### config.mk
export PLATFORM = sky130hd
export DESIGN_NAME = rid_sid_map
export DESIGN_NICKNAME = d
export VERILOG_FILES = /design/src/rtl/rsm_pkg.sv /design/src/rtl/rsm_decode.sv /design/src/rtl/rsm_bank.sv /design/src/rtl/rsm_match.sv /design/src/rtl/rid_sid_map.sv
export SDC_FILE = /design/constraint.sdc
export NUM_CORES = 1
export LEC_CHECK = 0
export ABC_CLOCK_PERIOD_IN_PS = 4820
export BUFFER_PORTS_ARGS = -buffer_cell sky130_fd_sc_hd__buf_2
export CAP_MARGIN = 20
export CORE_UTILIZATION = 45
export DETAILED_ROUTE_END_ITERATION = 6
export PLACE_DENSITY = 0.61
export RECOVER_POWER = 50
export SETUP_SLACK_MARGIN = 0.1
export SYNTH_ARGS = -nofsm -noshare
export SYNTH_HDL_FRONTEND = slang
export SYNTH_SLANG_ARGS = --single-unit
### constraint.sdc
create_clock -name clk -period 4.82 [get_ports clk]
set_input_delay 0.723 -clock clk [delete_from_list [all_inputs] [get_ports clk]]
set_output_delay 0.723 -clock clk [all_outputs]
set_load 0.05 [all_outputs]
### src/rtl/rsm_pkg.sv
package rsm_pkg;
  // Field widths are fixed by the 32-bit slot word layout.
  localparam int RID_W = 16;
  localparam int SID_W = 8;

  typedef struct packed {
    logic             vld;
    logic [SID_W-1:0] sid;
    logic [RID_W-1:0] rid;
  } rsm_entry_t;

  // Reserved bits 30:24 always read back as zero.
  function automatic logic [31:0] entry_to_word(rsm_entry_t e);
    return {e.vld, 7'b0, e.sid, e.rid};
  endfunction

  function automatic rsm_entry_t word_to_entry(logic [31:0] w);
    rsm_entry_t e;
    e.vld = w[31];
    e.sid = w[23:16];
    e.rid = w[15:0];
    return e;
  endfunction
endpackage

### src/rtl/rsm_decode.sv
module rsm_decode #(
  parameter int ADDR_W = 12,
  parameter int NUM_SLOTS = 64,
  parameter int NUM_IMPL = 16,
  parameter logic [ADDR_W-1:0] TABLE_BASE = 12'h828,
  localparam int IDX_W = $clog2(NUM_SLOTS)
) (
  input  logic [ADDR_W-1:0] addr,
  output logic              slot_ok,
  output logic [IDX_W-1:0]  slot_idx
);
  localparam int SPAN = 4 * NUM_SLOTS;

  logic [ADDR_W-1:0] offset;
  logic [31:0]       offset_ext;
  logic [31:0]       idx_ext;
  logic              in_window;

  always_comb begin
    offset     = addr - TABLE_BASE;
    offset_ext = {{(32-ADDR_W){1'b0}}, offset};
    slot_idx   = offset[IDX_W+1:2];
    idx_ext    = {{(32-IDX_W){1'b0}}, slot_idx};
    in_window  = (addr >= TABLE_BASE) && (offset_ext < 32'(SPAN)) && (offset[1:0] == 2'b00);
    slot_ok    = in_window && (idx_ext < 32'(NUM_IMPL));
  end
endmodule

### src/rtl/rsm_bank.sv
module rsm_bank
  import rsm_pkg::*;
#(
  parameter int NUM_SLOTS = 64,
  parameter int NUM_IMPL = 16,
  localparam int IDX_W = $clog2(NUM_SLOTS)
) (
  input  logic             clk,
  input  logic             rst_n,
  input  logic             wr_en,
  input  logic [IDX_W-1:0] wr_idx,
  input  logic [31:0]      wr_word,
  input  logic             rd_ok,
  input  logic [IDX_W-1:0] rd_idx,
  output logic [31:0]      rd_word,
  output rsm_entry_t       entries [NUM_IMPL]
);
  for (genvar i = 0; i < NUM_IMPL; i++) begin : g_slot
    always_ff @(posedge clk or negedge rst_n) begin
      if (!rst_n) begin
        entries[i] <= '0;
      end else if (wr_en && (wr_idx == IDX_W'(i))) begin
        entries[i] <= word_to_entry(wr_word);
      end
    end
  end

  always_comb begin
    rd_word = '0;
    for (int i = 0; i < NUM_IMPL; i++) begin
      if (rd_ok && (rd_idx == IDX_W'(i))) rd_word = entry_to_word(entries[i]);
    end
  end
endmodule

### src/rtl/rsm_match.sv
module rsm_match
  import rsm_pkg::*;
#(
  parameter int NUM_IMPL = 16
) (
  input  rsm_entry_t       entries [NUM_IMPL],
  input  logic [RID_W-1:0] rid,
  output logic [NUM_IMPL-1:0] match_vec,
  output logic [NUM_IMPL-1:0] sel_onehot,
  output logic             any_match,
  output logic [SID_W-1:0] sel_sid
);
  always_comb begin
    for (int i = 0; i < NUM_IMPL; i++) begin
      match_vec[i] = entries[i].vld && (entries[i].rid == rid);
    end
    // Isolate the lowest set bit: lowest index wins.
    sel_onehot = match_vec & (~match_vec + NUM_IMPL'(1));
    any_match  = |match_vec;
    sel_sid    = '0;
    for (int i = 0; i < NUM_IMPL; i++) begin
      if (sel_onehot[i]) sel_sid = sel_sid | entries[i].sid;
    end
  end
endmodule

### src/rtl/rid_sid_map.sv
module rid_sid_map
  import rsm_pkg::*;
#(
  parameter int ADDR_W = 12,
  parameter int NUM_SLOTS = 64,
  parameter int NUM_IMPL = 16,
  parameter logic [ADDR_W-1:0] TABLE_BASE = 12'h828
) (
  input  logic              clk,
  input  logic              rst_n,
  input  logic              cfg_we,
  input  logic [ADDR_W-1:0] cfg_addr,
  input  logic [31:0]       cfg_wdata,
  output logic [31:0]       cfg_rdata,
  input  logic              lk_req,
  input  logic [RID_W-1:0]  lk_rid,
  output logic              lk_done,
  output logic              lk_hit,
  output logic [SID_W-1:0]  lk_sid,
  output logic              map_err
);
  localparam int IDX_W = $clog2(NUM_SLOTS);

  logic                slot_ok;
  logic [IDX_W-1:0]    slot_idx;
  logic                wr_fire;
  rsm_entry_t          entries [NUM_IMPL];
  logic [NUM_IMPL-1:0] match_vec;
  logic [NUM_IMPL-1:0] sel_onehot;
  logic                any_match;
  logic [SID_W-1:0]    sel_sid;

  rsm_decode #(
    .ADDR_W(ADDR_W), .NUM_SLOTS(NUM_SLOTS), .NUM_IMPL(NUM_IMPL), .TABLE_BASE(TABLE_BASE)
  ) u_dec (
    .addr(cfg_addr), .slot_ok(slot_ok), .slot_idx(slot_idx)
  );

  assign wr_fire = cfg_we && slot_ok;

  rsm_bank #(.NUM_SLOTS(NUM_SLOTS), .NUM_IMPL(NUM_IMPL)) u_bank (
    .clk(clk), .rst_n(rst_n),
    .wr_en(wr_fire), .wr_idx(slot_idx), .wr_word(cfg_wdata),
    .rd_ok(slot_ok), .rd_idx(slot_idx), .rd_word(cfg_rdata),
    .entries(entries)
  );

  rsm_match #(.NUM_IMPL(NUM_IMPL)) u_match (
    .entries(entries), .rid(lk_rid),
    .match_vec(match_vec), .sel_onehot(sel_onehot),
    .any_match(any_match), .sel_sid(sel_sid)
  );

  // Result register: lookup sees the table as it stood before this edge.
  always_ff @(posedge clk or negedge rst_n) begin
    if (!rst_n) begin
      lk_done <= 1'b0;
      lk_hit  <= 1'b0;
      lk_sid  <= '0;
      map_err <= 1'b0;
    end else begin
      lk_done <= lk_req;
      lk_hit  <= lk_req && any_match;
      lk_sid  <= (lk_req && any_match) ? sel_sid : '0;
      map_err <= lk_req && !any_match;
    end
  end
endmodule

==> flow_summary.json <==
{
  "grt_remaining_overflow": 0,
  "cp-end-kind": "primary output",
  "drive_gt1_share_pct": 28.0,
  "yosysSeqAreaShare_pct": 43.3,
  "ant_nets": 0,
  "rsz0062_at_grt": "false",
  "ys_warn_count": 0,
  "cts_buffers": 48,
  "ctsHoldBuffers": 0,
  "coreArea_um2": 51700,
  "finalSetupViolations": 0,
  "p_per_area_nw_per_um2": 298,
  "path_max_fanout": 14,
  "die_h_um": 232,
  "synth.distinct_cells": 81,
  "synth_area_per_cell_um2": 11.0,
  "nFillCells": 4643,
  "post-dp-hpwl_mm": 57.0,
  "place.gp.congestion": 0.960,
  "synthFlopType": "dfrtp_1",
  "io_pins": 107,
  "worst_pin_slew_ns": 2.56,
  "synth_cells": 2162,
  "max_cap_violations": 5,
  "synth_top_area_share_pct": 43.3,
  "synth-xor-area-share_pct": 9.56,
  "antenna_found_initial": 0,
  "met3_usage_pct": 4.54,
  "crit_arrival_ns": 3.74,
  "root_buffer": "clkbuf_16",
  "wl_per_cell_um": 27.4,
  "yosys.area.top_type": "dfrtp_1",
  "drt_iter0_drc": 2027,
  "grt_max_degree": 114,
  "cp_slowest_stage_delay_ns": 0.51,
  "grt_pass1_vias": 18692,
  "vdd_drop_max_uv": 258,
  "synth_mux_area_share_pct": 22.5,
  "via_count": 18600,
  "slew_viol_final": 223,
  "dieArea_um2": 53700,
  "initial_core_util_pct": 45.9,
  "busiest_layer": "met2",
  "skew_ns": 0.0315,
  "setup_tns_ns": 0,
  "cts_tree": "built",
  "synth_top_family_by_area": "multiplexers",
  "yosys-top-cells-area": "dfrtp_1, mux2_2, xor2_1",
  "synthSimpleGateAreaFrac_pct": 8.28,
  "synth_edf_count": 0,
  "post-route-period-util_pct": 92.6,
  "critical_path_required_ns": 4.10,
  "clock_latency_ns": 0.61,
  "holdWs_ns": 0.275,
  "static-leakage-power_uw": 0.0124,
  "regToRegSetupSlack_ns": 1.20,
  "synth.top_cells.by_count": "dfrtp_1, mux2_2, xor2_1",
  "yosysMostFrequentCell": "dfrtp_1",
  "routed_wl_mm": 80.6,
  "synth_seq_cells": 411,
  "cp_cell_sequence": "buf_4 > inv_1 > ha_4 > xor2_1 > or3_4 > a2111oi_4 > nand2_1 > buf_12 > a2bb2oi_1 > a221o_1 > a21oi_2 > buf_2",
  "grt_use_met1_pct": 41.0,
  "portBuffers": 92,
  "grtUsageTotal_pct": 30.4,
  "hold_class": "in2reg",
  "final_area_um2": 26800,
  "fin_crit_ns": 4.46,
  "cts_resized": 0,
  "worst-setup-path-type": "in2out",
  "final_net_count": 2295,
  "firstDrtPassIters": 5,
  "dpl_cell_area_um2": 25200,
  "dp_cells": 2858,
  "cp_slowest_cell": "a2111oi_4",
  "cts_setup_buffers": 0,
  "instances_no_fill": 2946,
  "htree_levels": 2,
  "die_w_um": 232,
  "cts.sinks": 411,
  "placementRows": 83,
  "relSlewSlack_pct": -70.9,
  "met2_usage_pct": 49.5,
  "synth_compound_gate_area_share_pct": 12.0,
  "grt_pass1_wl_mm": 122,
  "post_synth_fa_ha_maj_area_fraction_pct": 0.0527,
  "hold_viol_final": 0,
  "cts_max_path_buffers": 3,
  "clock.fmax_mhz": 224,
  "violations": "max-capacitance violations, max-slew violations",
  "syn2layout_area_growth_pct": 13.0,
  "drt-vias-per-instance": 6.31,
  "syn_area_um2": 23700,
  "cp-start-kind": "input pin",
  "status": "complete, but fails checks",
  "path_clk_slew_ns": 0.06,
  "synthArstFlopShare_pct": 100,
  "drc": 0
}
[worst paths after layout]
path,startpoint,endpoint,cells after the start
hold / removal,lk_req,lk_done,1
setup reg to reg,u_bank.entries[185],lk_sid[3],8
setup / recovery,cfg_addr[3],cfg_rdata[3],12
max in group asynchronous,rst_n,lk_sid[1],2
hold reg to reg,u_bank.entries[98],u_bank.entries[98],1
min in group asynchronous,rst_n,u_bank.entries[318],1
[worst max-delay path: cells and delay by family]
family	cells	cell delay [ns]
adders and majority gates	1	0.18
and+or+nand+nor	2	0.65
buffers and inverters	4	0.76
xor gates and xnor gates	1	0.15
AOI/OAI and AO/OA	4	1.26
[layout make-up]
type,count,area (um2),share of cell area [%]
sequential,411,10300,38.4
multi-input combinational,1542,12600,47.0
inverter,36,135,0.504
antenna,2,5.00,0.0187
tap,680,851,3.17
timing repair buffer,191,1300,4.85
clock inverter,21,265,0.990
clock buffer,63,1360,5.07
[report_power, final]
part	internal, uW	switching (uW)	leakage [uW]
logic	195	488	0.00596
registers	3470	19.7	0.00559
clock network	2290	1520	0.000809
[sequential cells by signal, summed over array words and instances (netlist names)]
name	count
u_bank.entries	400
lk_sid	8
lk_done	1
lk_hit	1
map_err	1
[kinds of logic (layout without fill, tap and decap cells)]
family          after synthesis  in the layout
fa+ha+maj                     1              1
flops                       411            411
mux                         457            457
xor+xnor                    259            259
compound gates              420            420
simple gates                398            398
buf+inv                     215            311
other cells                   1              9
[cells in the final DEF (no fill, tap or decap), types with 8 or more instances in the layout]
cell type	netlist	routed
dfrtp_1	411	411
or3_1	11	11
o21ai_0	83	81
clkbuf_16	0	49
a32o_1	13	13
mux2i_1	42	42
nor3_1	44	43
o211ai_1	8	8
clkbuf_8	0	8
o22a_1	11	11
xnor2_1	122	122
a21o_1	10	10
nand4_1	33	33
o21ai_2	1	12
mux2_1	80	80
clkinv_2	0	12
nand2_1	130	130
a41oi_1	8	8
inv_1	34	35
and3_1	9	9
nor2_2	4	9
o221ai_1	11	11
buf_4	35	82
clkbuf_1	89	23
xor2_1	137	137
mux2_2	313	313
o2111ai_1	16	15
a221oi_1	12	12
a21oi_1	88	85
a222oi_1	13	13
a211oi_1	18	18
a22oi_1	21	20
buf_12	0	10
nor4_1	32	32
nor2_1	68	63
mux4_2	22	22
nand3_1	32	32
buf_2	39	78
o22ai_1	46	46
[stage by stage]
step	worst slack [ns]	power [uW]	utilization [%]
after detailed placement	0.417	4230	48.8
after CTS	0.411	8040	51.9
final	0.358	7990	51.8
after global placement	0.432	4230	48.8
after floorplan	0.120	3940	-
after global routing	0.257	8210	51.8
[layer usage]
| layer | vias to the layer above | share of wire (%) |
|---|---|---|
| met5 | - | 0 |
| met4 | 0 | 4.0 |
| met3 | 183 | 6.4 |
| li1 | 8024 | - |
| met2 | 809 | 47 |
| met1 | 9584 | 42 |
Note: power is estimated with default switching activity, not from simulation.
